File: config.mk
export PLATFORM = sky130hd
export DESIGN_NAME = host_regfile_ctl
export DESIGN_NICKNAME = d
export VERILOG_FILES = /design/src/rtl/host_regs_pkg.sv /design/src/rtl/hrf_addr_decode.sv /design/src/rtl/hrf_cmd_decode.sv /design/src/rtl/host_regfile_ctl.sv
export SDC_FILE = /design/constraint.sdc
export NUM_CORES = 1
export LEC_CHECK = 0
export BUFFER_PORTS_ARGS = -buffer_cell sky130_fd_sc_hd__buf_2
export CORE_MARGIN = 5
export CORE_UTILIZATION = 49
export DETAILED_ROUTE_END_ITERATION = 6
export PLACE_DENSITY = 0.78
export SLEW_MARGIN = 40
export SYNTH_ARGS = -nofsm -noshare
export SYNTH_HDL_FRONTEND = slang
export SYNTH_SLANG_ARGS = --single-unit
File: constraint.sdc
create_clock -name clk -period 3.5 [get_ports clk]
set_input_delay 0.175 -clock clk [delete_from_list [all_inputs] [get_ports clk]]
set_output_delay 0.175 -clock clk [all_outputs]
set_load 0.005 [all_outputs]
File: src/rtl/host_regs_pkg.sv
package host_regs_pkg;

    localparam int IDX_W = 4;

    // Register slots (read meaning; write meaning noted where different)
    localparam logic [IDX_W-1:0] IX_CNT_LO  = 4'h0;
    localparam logic [IDX_W-1:0] IX_CNT_MID = 4'h1;
    localparam logic [IDX_W-1:0] IX_CMD     = 4'h3;
    localparam logic [IDX_W-1:0] IX_STAT    = 4'h4;  // write: target id
    localparam logic [IDX_W-1:0] IX_CAUSE   = 4'h5;  // write: select timeout
    localparam logic [IDX_W-1:0] IX_STEP    = 4'h6;  // write: sync period
    localparam logic [IDX_W-1:0] IX_FLAGS   = 4'h7;  // write: sync offset
    localparam logic [IDX_W-1:0] IX_CFG1    = 4'h8;
    localparam logic [IDX_W-1:0] IX_CFG2    = 4'hB;
    localparam logic [IDX_W-1:0] IX_CFG3    = 4'hC;
    localparam logic [IDX_W-1:0] IX_IDCODE  = 4'hE;

    localparam int ST_PEND   = 7;
    localparam int ST_GROSS  = 6;
    localparam int ST_PARITY = 5;
    localparam int ST_TERM   = 4;
    localparam int CFG1_QUIET = 6;

    localparam logic [7:0] CAUSE_FUNC_DONE = 8'h08;
    localparam logic [7:0] CAUSE_BUS_SVC   = 8'h10;
    localparam logic [7:0] CAUSE_BUS_RST   = 8'h80;
    localparam logic [7:0] CFG1_INIT       = 8'h07;
    localparam logic [7:0] CHIP_CODE       = 8'h04;

    typedef enum logic [2:0] {
        CK_NOP, CK_FLUSH, CK_CHIPRST, CK_BUSRST, CK_ENSEL, CK_HANDOFF, CK_UNKNOWN
    } cmd_kind_e;

    typedef struct packed {
        logic       dma;
        logic [6:0] op;
    } cmd_byte_t;

    typedef struct packed {
        logic [7:0] cnt_lo;
        logic [7:0] cnt_mid;
        logic [7:0] cnt_lo_pend;
        logic [7:0] cnt_mid_pend;
        logic [7:0] cmd;
        logic [7:0] status;
        logic [7:0] cause;
        logic [7:0] step;
        logic [7:0] flags;
        logic [7:0] cfg1;
        logic [7:0] cfg1_wr;
        logic [7:0] cfg2;
        logic [7:0] cfg3;
        logic       irq;
    } regs_t;

    function automatic cmd_kind_e classify(input logic [6:0] op);
        case (op)
            7'h00: return CK_NOP;
            7'h01: return CK_FLUSH;
            7'h02: return CK_CHIPRST;
            7'h03: return CK_BUSRST;
            7'h44: return CK_ENSEL;
            7'h10, 7'h11, 7'h12, 7'h1A, 7'h42, 7'h43: return CK_HANDOFF;
            default: return CK_UNKNOWN;
        endcase
    endfunction

    function automatic regs_t reset_regs();
        regs_t v;
        v      = '0;
        v.cfg1 = CFG1_INIT;
        return v;
    endfunction

endpackage

File: src/rtl/hrf_addr_decode.sv
module hrf_addr_decode
    import host_regs_pkg::*;
#(
    parameter int ADDR_W  = 8,
    parameter int SHIFT_W = 2
) (
    input  logic [ADDR_W-1:0]  addr,
    input  logic [SHIFT_W-1:0] shift,
    output logic [IDX_W-1:0]   idx
);
    logic [ADDR_W-1:0] shifted;

    always_comb begin
        shifted = addr >> shift;
        idx     = shifted[IDX_W-1:0];
    end
endmodule

File: src/rtl/hrf_cmd_decode.sv
module hrf_cmd_decode
    import host_regs_pkg::*;
(
    input  logic [7:0] cmd_in,
    output cmd_byte_t  fields,
    output cmd_kind_e  kind
);
    always_comb begin
        fields = cmd_byte_t'(cmd_in);
        kind   = classify(fields.op);
    end
endmodule

File: src/rtl/host_regfile_ctl.sv
module host_regfile_ctl
    import host_regs_pkg::*;
#(
    parameter int ADDR_W  = 8,
    parameter int SHIFT_W = 2
) (
    input  logic               clk,
    input  logic               rst,
    input  logic [SHIFT_W-1:0] addr_shift,
    input  logic [ADDR_W-1:0]  addr,
    input  logic               rd_en,
    input  logic               wr_en,
    input  logic [7:0]         wdata,
    output logic [7:0]         rdata,
    input  logic               err_gross,
    input  logic               err_parity,
    input  logic               xfer_done,
    output logic               irq,
    output logic               cmd_start,
    output logic [6:0]         cmd_op,
    output logic               cmd_dma
);
    logic [IDX_W-1:0] idx;
    cmd_byte_t        dec;
    cmd_kind_e        kind;
    regs_t            r, n;
    logic             start_d;

    hrf_addr_decode #(.ADDR_W(ADDR_W), .SHIFT_W(SHIFT_W)) u_adec (
        .addr(addr), .shift(addr_shift), .idx(idx)
    );

    hrf_cmd_decode u_cdec (.cmd_in(wdata), .fields(dec), .kind(kind));

    // Ordering within a cycle: read acknowledge, host write, error strobes, done.
    always_comb begin
        n       = r;
        start_d = 1'b0;
        if (rd_en && idx == IX_CAUSE) begin
            n.status[ST_GROSS]  = 1'b0;
            n.status[ST_PARITY] = 1'b0;
            n.status[ST_PEND]   = 1'b0;
            n.irq               = 1'b0;
        end
        if (wr_en) begin
            case (idx)
                IX_CNT_LO: begin
                    n.cnt_lo_pend      = wdata;
                    n.status[ST_TERM]  = 1'b0;
                end
                IX_CNT_MID: begin
                    n.cnt_mid_pend     = wdata;
                    n.status[ST_TERM]  = 1'b0;
                end
                IX_CMD: begin
                    if (kind != CK_UNKNOWN) begin
                        n.cmd = wdata;
                        if (dec.dma) begin
                            n.cnt_lo  = r.cnt_lo_pend;
                            n.cnt_mid = r.cnt_mid_pend;
                        end
                        case (kind)
                            CK_FLUSH: begin
                                n.cause = CAUSE_FUNC_DONE;
                                n.step  = '0;
                                n.flags = '0;
                            end
                            CK_CHIPRST: n = reset_regs();
                            CK_BUSRST: begin
                                n.cause = CAUSE_BUS_RST;
                                if (!r.cfg1_wr[CFG1_QUIET]) begin
                                    n.status[ST_PEND] = 1'b1;
                                    n.irq             = 1'b1;
                                end
                            end
                            CK_ENSEL:   n.cause = '0;
                            CK_HANDOFF: start_d = 1'b1;
                            default: ;
                        endcase
                    end
                end
                IX_CFG1: begin
                    n.cfg1    = wdata;
                    n.cfg1_wr = wdata;
                end
                IX_CFG2: n.cfg2 = wdata;
                IX_CFG3: n.cfg3 = wdata;
                default: ;
            endcase
        end
        if (err_gross)  n.status[ST_GROSS]  = 1'b1;
        if (err_parity) n.status[ST_PARITY] = 1'b1;
        if (xfer_done) begin
            n.status[ST_TERM] = 1'b1;
            n.cause           = CAUSE_BUS_SVC;
            n.step            = '0;
            n.flags           = '0;
            n.cnt_lo          = '0;
            n.cnt_mid         = '0;
            n.status[ST_PEND] = 1'b1;
            n.irq             = 1'b1;
        end
    end

    always_ff @(posedge clk) begin
        if (rst) begin
            r         <= reset_regs();
            cmd_start <= 1'b0;
            cmd_op    <= '0;
            cmd_dma   <= 1'b0;
        end else begin
            r         <= n;
            cmd_start <= start_d;
            if (start_d) begin
                cmd_op  <= dec.op;
                cmd_dma <= dec.dma;
            end
        end
    end

    assign irq = r.irq;

    always_comb begin
        case (idx)
            IX_CNT_LO:  rdata = r.cnt_lo;
            IX_CNT_MID: rdata = r.cnt_mid;
            IX_CMD:     rdata = r.cmd;
            IX_STAT:    rdata = r.status;
            IX_CAUSE:   rdata = r.cause;
            IX_STEP:    rdata = r.step;
            IX_FLAGS:   rdata = r.flags;
            IX_CFG1:    rdata = r.cfg1;
            IX_CFG2:    rdata = r.cfg2;
            IX_CFG3:    rdata = r.cfg3;
            IX_IDCODE:  rdata = CHIP_CODE;
            default:    rdata = 8'h00;
        endcase
    end


    ack_drops_irq_chk: assert property (@(posedge clk) disable iff (rst)
        (rd_en && idx == IX_CAUSE && !xfer_done) |=> (!irq && !r.status[ST_PEND]));


    done_raises_chk: assert property (@(posedge clk) disable iff (rst)
        xfer_done |=> (irq && r.status[ST_TERM] && r.cause == CAUSE_BUS_SVC));


    bus_reset_irq_chk: assert property (@(posedge clk) disable iff (rst)
        (wr_en && idx == IX_CMD && kind == CK_BUSRST && !r.cfg1_wr[CFG1_QUIET] && !xfer_done)
        |=> (irq && r.cause == CAUSE_BUS_RST));


    unknown_cmd_chk: assert property (@(posedge clk) disable iff (rst)
        (wr_en && idx == IX_CMD && kind == CK_UNKNOWN) |=> ($stable(r.cmd) && !cmd_start));


    handoff_pulse_chk: assert property (@(posedge clk) disable iff (rst)
        (wr_en && idx == IX_CMD && kind == CK_HANDOFF) |=> (cmd_start && cmd_op == $past(wdata[6:0])));


    count_reload_chk: assert property (@(posedge clk) disable iff (rst)
        (wr_en && idx == IX_CMD && dec.dma && kind != CK_UNKNOWN && kind != CK_CHIPRST && !xfer_done)
        |=> (r.cnt_lo == $past(r.cnt_lo_pend) && r.cnt_mid == $past(r.cnt_mid_pend)));

endmodule

; ---- Word-level counts from Yosys, hierarchy flattened
; Index checks and enable logic that the tools add are counted.
[classes]
addsub = 0
multipliers = 0
div = 0
order_cmp = 0
n_eq_ne = 28
n_shift = 1
muxes = 34
n_bitwise = 0
reduce_logical = 29
[ops]
columns = cell, count
row1 = $mux W89, 1
row2 = $pmux W8 S9, 1
row3 = $mux W65, 1
row4 = $pmux W8 S2, 4
row5 = $mux W40, 1
row6 = $reduce_and A4 Y1, 9
row7 = $mux W32, 1
row8 = $pmux W16 S2, 1
row9 = $eq A7 B5 Y1 const B, 4
row10 = $mux W28, 1
row11 = $pmux W8 S3, 1
row12 = $eq A7 B7 Y1 const B, 3
row13 = $mux W21, 1
row14 = $pmux W3 S6, 1
row15 = $reduce_bool A2 Y1, 9
row16 = $eq A4 B4 Y1 const B, 4
row17 = $mux W16, 1
row18 = $eq A7 B2 Y1 const B, 2
row19 = $mux W1, 13
row20 = $eq A4 B3 Y1 const B, 2
row21 = $shr A8 B2 Y4, 1
row22 = $eq A7 B1 Y1 const B, 1
row23 = $logic_not A7 Y1, 1
row24 = $mux W7, 1
row25 = 18 further kinds, 27
[totals]
register_bits = 94
latch_bits = 0
mem_bits_rw = 0
mem_bits_ro = 0
inputBits = 25
output_inout_bits = 18
word_cells = 109
mem_count = 0

; ---- Longest topological paths before layout
; Gate-level depths: netlist (run 1).
[logic_depth]
word_depth = 10
ltp_mapped = 9
depth_no_buf = 5

; ---- By module
; Synthesis (run 1) repeated with hierarchy kept, for this count alone.
[unflattened]
hier_cells = 424
area_unflattened_um2 = 3896.2
[by_module_without_submodules]
columns = mod, n_inst, cells_each, area_per_inst_um2, seq_area_each_um2
row1 = host_regfile_ctl, 1, 396, 3632.2, 1621.6
row2 = hrf_cmd_decode, 1, 24, 158.9, 0.0
row3 = hrf_addr_decode, 1, 4, 105.1, 0.0

; ---- Worst setup path before layout (run 1)
; OpenSTA, ideal clock, no wires.
[synth_path]
path_type = input to register
startpoint = input port addr_shift[0]
endpoint = register r[104] (netlist bit)
setup_ns = 0.117
arrival_time_ns = 2.213
slack_ns = 1.171
stages = 8
path_cell_list = buf_2 > mux4_2 > nand2b_1 > buf_6 > a2111oi_4 > a21oi_2 > buf_2 > a22o_1
[synth_via]
elab_chain_cells = 3
[synth_lines]
columns = element, line_no
row1 = start: declaration, host_regfile_ctl.sv:9  ; input logic [SHIFT_W-1:0] addr_shift,
row2 = $shr A8 B2 Y4, hrf_addr_decode.sv:14  ; shifted = addr >> shift;
row3 = $eq A4 B2 Y1, host_regfile_ctl.sv:46  ; case (idx)
row4 = $reduce_and A4 Y1 (no source line), --
row5 = end signal: assignment, host_regfile_ctl.sv:107  ; r <= reset_regs();
row6 = end signal: assignment, host_regfile_ctl.sv:112  ; r <= n;
row7 = end: declaration, host_regfile_ctl.sv:26  ; regs_t r, n;
; No other way between the ends.
; A chain may end at the register's enable or synchronous reset.

; ---- Worst setup path after layout (run 1)
[layout_path]
startpoint = input port addr_shift[0]
endpoint = output port rdata[2]
[layout_via]
elab_chain_cells = 3
[layout_lines]
columns = element, line_no
row1 = $shr A8 B2 Y4 (*), hrf_addr_decode.sv:14
row2 = "$eq A4 B4 Y1, or another cell as far along", host_regfile_ctl.sv:124  ; case (idx)
row3 = $pmux W8 S9 (*), host_regfile_ctl.sv:124
row4 = end: declaration, host_regfile_ctl.sv:14  ; output logic [7:0] rdata,
; Mark *: on every way between the ends. The rest lies on a longest branch, timed or not.

==> results of run 1 <==
-- stage by stage --
stage	setup slack, ns	instances	util (%)
after floorplan	1.17	365	-
after global placement	0.659	486	54.1
after detailed placement	0.597	486	54.1
after CTS	0.733	501	56.5
after global routing	0.589	501	56.6
final	0.695	501	56.6
-- worst min path at each step --
| stage | from | end | slack, ns | cells past startpoint |
|---|---|---|---|---|
| 5_1_grt | err_parity | r[62] | 0.02 | 2 |
| 6_report | err_parity | r[62] | 0.03 | 2 |
| 2_1_floorplan | err_parity | r[62] | 0.29 | 1 |
| 3_5_place_dp | err_parity | r[62] | 0.38 | 2 |
| 3_3_place_gp | err_gross | r[63] | 0.38 | 2 |
| 4_1_cts | err_parity | r[62] | 0.02 | 2 |
-- logic make-up after synthesis --
logic type | count (synthesis) | share of synthesized area, %
mux | 31 | 9.84
buf+inv | 36 | 4.53
flops | 81 | 44.1
compound gates | 109 | 25.3
simple gates | 108 | 16.2
-- layout make-up --
class,count,area [µm²],area share [%]
sequential,81,1620,39.3
clock buffer,10,138,3.34
timing repair buffer,53,295,7.16
multi-input combinational,248,1900,46.0
tap,99,124,3.00
inverter,5,18.8,0.455
clock inverter,5,31.3,0.758
-- synth_stat cells (4+ instances only) --
cell type | n | area share [%]
nor3_1 | 6 | 0.82
nand2b_1 | 6 | 1.0
a22o_1 | 37 | 8.8
dfxtp_1 | 81 | 44
mux4_2 | 4 | 2.5
a222oi_1 | 7 | 1.9
inv_1 | 5 | 0.51
nor2_1 | 14 | 1.4
a21oi_1 | 21 | 2.9
nand2_1 | 30 | 3.1
mux2i_1 | 26 | 7.1
nand3_1 | 25 | 3.4
clkbuf_1 | 17 | 1.7
buf_2 | 9 | 1.2
a22oi_1 | 7 | 1.4
o21ai_0 | 5 | 0.68
-- power by group --
group / switching (W) / total [W] / internal (W)
clock: 0.000332 / 0.000604 / 0.000272
combinational: 0.000145 / 0.000214 / 0.0000692
sequential: 0.00000816 / 0.000944 / 0.000936
-- critical path, cell delays in order --
cell	delay, ns
buf_2	0.17
mux4_2	0.68
nand2b_1	0.51
nor3_2	0.06
buf_4	0.20
a222oi_1	0.46
o211ai_1	0.20
buf_2	0.17
-- registers in the layout (all words and copies together) (netlist names) --
name,count
cmd_start,1
r,71
irq,1
cmd_dma,1
cmd_op,7
-- metal layers --
layer | GRT usage, % | up-vias
li1 | - | 1470
met1 | 28.5 | 1559
met2 | 32.1 | 173
met3 | 5.32 | 28
met4 | 10.2 | 0
met5 | 0 | -
==> impl_metrics.yaml, run 1 <==
status:
  status: "finished, final reports clean"
setup_path:
  crit_end: "rdata[2]"
  crit_arrival_ns: 2.63
  crit_type: "input pin to output pin"
  r2r_cells: 3
  r2r_start: "r[31]"
  r2r_setup_slack_ns: 2.55
  worstReg2RegEnd: "r[64]"
  startpoint: "addr_shift[0]"
  crit_fanout: 14
  crit_path_start_kind: "input pin"
  end_kind: "output pin"
  crit_required_ns: 3.32
layout:
  fin_area_um2: 4120
  drive_gt1_share_pct: 21.6
  nets: 423
  final_common_cell: "dfxtp_1"
  diodes: 0
  fillCellCount: 653
  layout.cells.most_common_list: "dfxtp_1, buf_2, a22o_1, nand2_1, mux2i_1"
  areaGrowthSynthToFinish_pct: 12.2
drt:
  route.met3.wl_um: 809
  drcViolationCount: 0
  first_iter_violations: 303
  vias_per_cell: 6.45
  highest_layer: "met4"
  routed_wl_um: 9960
  antenna_left: 0
  met1_length_um: 4220
  wl_per_cell_um: 19.9
  dr_wl_met2_um: 4600
  dr.pass1.iters: 6
  vias: 3230
clock_network:
  clock_sinks: 81
  post-cts-setup-buffers: 0
  cts_tree: "built"
  root_buffer: "clkbuf_8"
  ctsResizeCount: 0
  cts_buffers: 9
  cts_hold_buf: 0
  cts_htree_levels: 3
  cts.clk_slew.worst_paths_ns: 0.07
  cts_buffer_depth: 2
  clkLatencyLatePin_ns: 0.35
logic_synthesis:
  syn_area_um2: 3680
  ys_ff_latch: 81
  ys.flop_type: "dfxtp_1"
  synth_edf_count: 0
  ys_warn_count: 0
  syn_inst: 365
  async_flop_share_pct: 0
  synth_seq_area_share_pct: 44.1
  syn_avg_cell_area_um2: 10.1
  synthesis.nets: 390
  ys_types: 57
sta:
  hold_violations: 0
  fmax_mhz: 357
  tightest_slew_ns: 0.803
  post-route-min-period_ns: 2.80
  fin_skew_ns: 0.00809
  report.final.slew_viol_count: 0
  fin_crit_sh_pct: 80.1
  setup-tns-final_ns: 0
  maxSlewHeadroom_pct: 46.5
  whs_ns: 0.0294
  grt_setup_unrepaired: "no"
  setup_viol: 0
floorplan:
  rows: 31
  pin_count: 43
  initial_core_util_pct: 50.4
  dieArea_um2: 9330
  die_w_um: 96.6
  core_area_um2: 7290
  dieHeight_um: 96.6
global_routing:
  grt_pass1_vias: 3008
  grt_max_degree: 34
  antenna_found_initial: 0
  grt_first_pass_wirelength_um: 16100
  track_usage_pct: 21.3
  overflow: 0
power:
  vdd_ir_drop_max_mv: 0.196
  leakagePower_nw: 1.61
  power_w: 0.00176
  power.density_nw_per_um2: 427
run:
  drv_cap: 0
placement:
  port_buffers: 41
  postPlaceCellArea_um2: 3950
  hpwlAfterDp_um: 6710
  gp_congestion: 0.918
hold_path:
  hold_path_class: "input pin to flip-flop"
(Power assumes the default switching activity.)
==> run 2: changes to the inputs <==
--- a/config.mk
+++ b/config.mk
@@ -5,11 +5,12 @@
 export SDC_FILE = /design/constraint.sdc
 export NUM_CORES = 1
 export LEC_CHECK = 0
+export ABC_AREA = 1
 export BUFFER_PORTS_ARGS = -buffer_cell sky130_fd_sc_hd__buf_2
 export CORE_MARGIN = 5
 export CORE_UTILIZATION = 49
 export DETAILED_ROUTE_END_ITERATION = 6
-export PLACE_DENSITY = 0.78
+export PLACE_DENSITY = 0.77
 export SLEW_MARGIN = 40
 export SYNTH_ARGS = -nofsm -noshare
 export SYNTH_HDL_FRONTEND = slang
==> constraint.sdc (replaced) <==
create_clock -name clk -period 2.8 [get_ports clk]
set_input_delay 0.14 -clock clk [delete_from_list [all_inputs] [get_ports clk]]
set_output_delay 0.14 -clock clk [all_outputs]
set_load 0.005 [all_outputs]
==> run 2 against run 1 <==
Global-route usage is 1.4 points higher. Sequential share of layout area fell by 4.0 points. Synthesized cell count increased by 75%. Utilization fell by 0.40 points. Largest power group unchanged.
==> impl_metrics.yaml, run 2 <==
power:
  intPower_w: 0.00179
  combPwrFrac_pct: 12.1
  swShare_pct: 27.3
  power_w: 0.00247
  p_switching_w: 0.000675
  p_clk_share_pct: 39.8
  p_seq_share_pct: 48.1
  vdd_ir_drop_max_mv: 0.369
  power.density_nw_per_um2: 538
  leakagePower_nw: 2.12
setup_path:
  crit_fanout: 10
  crit_required_ns: 2.66
  path_cells: "buf_2 -> inv_4 -> nand2_1 -> nand3_1 -> nand2_2 -> nand2_1 -> inv_1 -> nand2_2 -> inv_1 -> nand2_1 -> nand2_1 -> a21oi_1 -> nand4_1 -> buf_2"
  cp_slowest_cell: "a21oi_1"
  crit_path_start_kind: "input pin"
  crit_path_frequent_cell: "nand2_1"
  r2r_cells: 5
  critPathMaxStageDelay_ns: 0.21
  end_kind: "output pin"
  crit_arrival_ns: 1.94
  crit_type: "input pin to output pin"
clock_network:
  clock_sinks: 81
  root_buffer: "clkbuf_8"
  post-cts-setup-buffers: 0
  cts.clk_slew.worst_paths_ns: 0.08
  cts_tree: "built"
  cts_htree_levels: 3
  cts_buffer_depth: 2
  ctsResizeCount: 0
  clkLatencyLatePin_ns: 0.35
  cts_buffers: 9
  cts_hold_buf: 2
sta:
  grt_setup_unrepaired: "no"
  hold_violations: 0
  maxSlewHeadroom_pct: 55.5
  tightest_slew_ns: 0.667
  whs_ns: 0.0800
  fin_crit_sh_pct: 74.4
  setup_viol: 0
  post-route-min-period_ns: 2.08
  fin_skew_ns: 0.00759
  fmax_mhz: 480
  setup-tns-final_ns: 0
  report.final.slew_viol_count: 0
placement:
  gp_congestion: 0.948
  hpwlAfterDp_um: 8060
  dp.cells: 766
  port_buffers: 41
layout:
  regMostFlops: "r"
  fillCellCount: 806
  stdcell_count: 784
  reg.largest.list: "r: 71 flops, cmd_op: 7 flops"
  nets: 699
  final_common_cell: "nand2_1"
  areaGrowthSynthToFinish_pct: 12.2
  drive_gt1_share_pct: 12.7
  largest_reg_flops: 71
  diodes: 0
  layout.cells.most_common_list: "nand2_1, dfxtp_1, nor2_1, a21oi_1"
floorplan:
  dieHeight_um: 101
  initial_core_util_pct: 50.1
  rows: 33
  dieArea_um2: 10300
  core_area_um2: 8180
  die_w_um: 101
  pin_count: 43
logic_synthesis:
  ys_ff_latch: 81
  ys_warn_count: 0
  syn_avg_cell_area_um2: 6.40
  ys.flop_type: "dfxtp_1"
  syn_inst: 639
  syn_area_um2: 4090
  async_flop_share_pct: 0
  synth.most_common_cell: "nand2_1"
  synth_top_cell_by_area: "dfxtp_1"
  synthesis.nets: 664
  ys_types: 30
  synth_seq_area_share_pct: 39.6
  synth_area_leaders: "dfxtp_1, nand2_1, a21oi_1"
  yosys.area.top_type_share_pct: 39.6
  synth_commonest_cells: "nand2_1, dfxtp_1, a21oi_1, nor2_1"
  synth_edf_count: 0
global_routing:
  grt_max_degree: 36
  overflow: 0
  grt_pass1_vias: 3941
  track_usage_pct: 22.7
  antenna_found_initial: 0
  grt_first_pass_wirelength_um: 18400
drt:
  vias_per_cell: 5.38
  vias: 4216
  dr.pass1.iters: 6
  antenna_left: 0
  drcViolationCount: 0
  first_iter_violations: 359
  routed_wl_um: 11200
  wl_per_cell_um: 14.3
status:
  status: "finished, final reports clean"
hold_path:
  hold_depth: 2
  hold_path_class: "input pin to flip-flop"
run:
  drv_cap: 0
run 2: cell count changes after synthesis, moves of 10 or more:
| cell | previous run | this run |
|---|---|---|
| nand4_1 | 1 | 20 |
| nand3_1 | 25 | 57 |
| nand2_1 | 30 | 222 |
| a22o_1 | 37 | 0 |
| mux2i_1 | 26 | 0 |
| inv_1 | 5 | 57 |
| nor2_1 | 14 | 64 |
| nand2_2 | 0 | 10 |
| a21oi_1 | 21 | 64 |
run 2: logic make-up (layout without fill, tap and decap cells):
group | count (synthesis) | in the layout | share of synthesized area (%)
buffers and inverters | 89 | 129 | 9.02
flip-flops | 81 | 81 | 39.6
AO/OA/AOI/OAI | 87 | 87 | 11.6
AND/OR/NAND/NOR | 382 | 382 | 39.8
run 2: critical path: cells and delay by family:
family          cells  cell delay, ns
simple gates        8            0.92
buf+inv             5            0.67
compound gates      1            0.21
run 2: path summary, 6_finish.rpt:
check        slack (ns)        to          start
min reg2reg        0.45     r[70]          r[70]
max reg2reg        1.75       irq          r[31]
max                0.72  rdata[0]  addr_shift[0]
min                0.08     r[53]            rst
run 2: power groups by stage:
| stage | registers [W] | clock network [W] | logic [W] |
|---|---|---|---|
| 2_1_floorplan | 0.00121 | 0 | 0.000210 |
| 3_3_place_gp | 0.00121 | 0 | 0.000286 |
| 3_5_place_dp | 0.00122 | 0 | 0.000292 |
| 4_1_cts | 0.00119 | 0.000993 | 0.000296 |
| 5_1_grt | 0.00119 | 0.00104 | 0.000336 |
| 6_report | 0.00119 | 0.000982 | 0.000300 |
run 2: routing by layer:
metal	part of all wire, %	global-route usage, %
met5	0	0
met4	2.1	9.30
met3	7.1	4.68
met2	46	35.8
met1	45	30.3
run 2: metrics by stage:
step	util (%)	cell area, µm²	worst slack, ns
global placement	53.1	4340	0.716
global route	56.2	4590	0.593
floorplan	-	4090	1.27
finish	56.2	4590	0.718
CTS	56.2	4590	0.774
detailed placement	53.1	4340	0.666
run 2: layout make-up:
cell class              count  area [µm²]  share of cell area (%)
clock buffers              11         141                    3.08
clock inverters             5        85.1                    1.85
flip-flops and latches     81        1620                    35.3
repair buffers             48         263                    5.72
well taps                 105         131                    2.86
inverters                  65         246                    5.37
multi-input cells         469        2100                    45.8
==> run 3: changes to the inputs <==
--- a/config.mk
+++ b/config.mk
@@ -5,12 +5,12 @@
 export SDC_FILE = /design/constraint.sdc
 export NUM_CORES = 1
 export LEC_CHECK = 0
-export ABC_AREA = 1
+export ABC_AREA = 0
 export BUFFER_PORTS_ARGS = -buffer_cell sky130_fd_sc_hd__buf_2
 export CORE_MARGIN = 5
 export CORE_UTILIZATION = 49
 export DETAILED_ROUTE_END_ITERATION = 6
-export PLACE_DENSITY = 0.77
+export PLACE_DENSITY = 0.81
 export SLEW_MARGIN = 40
 export SYNTH_ARGS = -nofsm -noshare
 export SYNTH_HDL_FRONTEND = slang
==> constraint.sdc (replaced) <==
create_clock -name clk -period 1.9 [get_ports clk]
set_input_delay 0.095 -clock clk [delete_from_list [all_inputs] [get_ports clk]]
set_output_delay 0.095 -clock clk [all_outputs]
set_load 0.005 [all_outputs]
==> run 3 against run 2 <==
The flow now finishes with violations (negative setup slack). Flip-flop and latch count did not move. Clock-buffer cell count is 2 lower. Global-route usage rose by 1.9 points. Combinational power is 100% higher. Largest power group unchanged. Sequential power grew 46%. First-iteration DRC count grew 17%. Utilization rose by 12 points. Largest cell class unchanged. Final cell count down 28%. Non-clock buffer count rose by 68. Final area increased by 8.0%.
==> impl_metrics.yaml, run 3 (synthesis results as in run 1) <==
status:
  status: "complete, but fails checks"
  violations: "negative setup slack"
setup_path:
  startpoint: "addr[3]"
  crit_arrival_ns: 1.97
  r2r_start: "r[31]"
  r2r_setup_slack_ns: 0.97
  worstReg2RegEnd: "r[64]"
  end_kind: "output pin"
  crit_type: "input pin to output pin"
  crit_end: "rdata[3]"
  crit_path_start_kind: "input pin"
  crit_fanout: 7
  r2r_cells: 3
  crit_required_ns: 1.80
global_routing:
  grt_pass1_vias: 3539
  overflow: 0
  grt_first_pass_wirelength_um: 18600
  track_usage_pct: 24.6
  antenna_found_initial: 0
  grt_max_degree: 34
placement:
  port_buffers: 41
  gp_congestion: 0.944
  dp.cells: 541
  pre_cts_ws_ns: -0.366
  hpwlAfterDp_um: 7910
clock_network:
  clkLatencyLatePin_ns: 0.37
  cts_buffer_depth: 2
  cts.clk_slew.worst_paths_ns: 0.09
  clock_sinks: 81
  cts_tree: "built"
  root_buffer: "clkbuf_8"
  cts_htree_levels: 3
  cts_buffers: 9
sta:
  hold_violations: 0
  tightest_slew_ns: 0.637
  fmax_mhz: 484
  fin_ws_ns: -0.164
  grt_setup_unrepaired: "yes"
  report.final.slew_viol_count: 0
  fin_crit_sh_pct: 109
  whs_ns: 0.0232
  setup_viol: 12
  fin_skew_ns: 0.00526
  post-route-min-period_ns: 2.06
  maxSlewHeadroom_pct: 57.3
drt:
  routed_wl_um: 11700
  vias: 3533
  vias_per_cell: 6.25
  dr.pass1.iters: 5
  first_iter_violations: 419
  antenna_left: 0
  drcViolationCount: 0
  wl_per_cell_um: 20.8
run:
  drv_cap: 0
floorplan:
  core_area_um2: 7290
  pin_count: 43
  dieHeight_um: 96.6
  rows: 31
  initial_core_util_pct: 50.4
  dieArea_um2: 9330
  die_w_um: 96.6
layout:
  drive_gt1_share_pct: 36.9
  nets: 486
  areaGrowthSynthToFinish_pct: 34.9
  largest_reg_flops: 71
  layout.cells.most_common_list: "dfxtp_1, buf_4, buf_2, a22o_1, nand2_1"
  reg.largest.list: "r: 71 flops, cmd_op: 7 flops"
  diodes: 0
  regMostFlops: "r"
  stdcell_count: 565
  final_common_cell: "dfxtp_1"
power:
  vdd_ir_drop_max_mv: 0.376
  power_w: 0.00383
  power.density_nw_per_um2: 773
  leakagePower_nw: 2.03
hold_path:
  hold_depth: 3
  hold_path_class: "input pin to flip-flop"
-- run 3: where the power goes --
part | total (W) | switching (W) | internal [W] | leakage, nW
Sequential | 0.00174 | 0.0000161 | 0.00172 | 0.655
Clock | 0.00148 | 0.000712 | 0.000768 | 0.117
Combinational | 0.000612 | 0.000347 | 0.000265 | 1.26
Total | 0.00383 | 0.00107 | 0.00276 | 2.03
-- run 3: final cells by class --
type,instances,area (µm²)
Inverter,5,18.8
Tap cell,99,124
Fill cell,532,2330
Clock inverter,7,106
Sequential cell,81,1620
Clock buffer,9,124
Timing Repair Buffer,116,881
Multi-Input combinational cell,248,2080
-- run 3: how the worst min path moves through the flow --
stage	from	to	slack, ns
6_report	wdata[6]	r[87]	0.02
4_1_cts	wdata[6]	r[87]	0.01
5_1_grt	wdata[6]	r[87]	0.04
2_1_floorplan	err_parity	r[62]	0.21
3_5_place_dp	err_parity	r[62]	0.30
3_3_place_gp	err_gross	r[63]	0.30
-- run 3: worst max-delay path, stage by stage --
cell and delay (ns):
buf_2 0.13, mux4_2 0.53, buf_6 0.18, buf_4 0.16
or2_2 0.34, nor3_4 0.15, buf_4 0.16, a221oi_2 0.04
nand2_1 0.08, buf_2 0.11
-- run 3: metal layers --
metal | global-route usage [%] | vias up | wire length, µm | share of wire, %
li1 | - | 1591 | - | -
met1 | 30.9 | 1710 | 4810 | 41
met2 | 39.2 | 200 | 5560 | 47
met3 | 4.10 | 32 | 886 | 7.5
met4 | 15.2 | 0 | 498 | 4.2
met5 | 0 | - | 0 | 0
-- run 3: timing repair --
action / 4_1_cts / 5_1_grt
hold endpoints to repair: 2 / 0
cloned: 0 / 1
buffers inserted: 2 / 9
hold buffers: 2 / 0
pin swaps: 10 / 15
resized for setup: 16 / 20
setup endpoints to repair: 17 / 40
-- run 3: stage by stage --
step / setup TNS (ns) / area, µm² / utilization (%)
after floorplan: -8.08 / 3830 / -
after global placement: -22.25 / 4460 / 61.2
after detailed placement: -22.87 / 4470 / 61.4
after CTS: -0.945 / 4800 / 65.8
after global routing: -2.58 / 4960 / 68.0
final: -1.18 / 4960 / 68.0
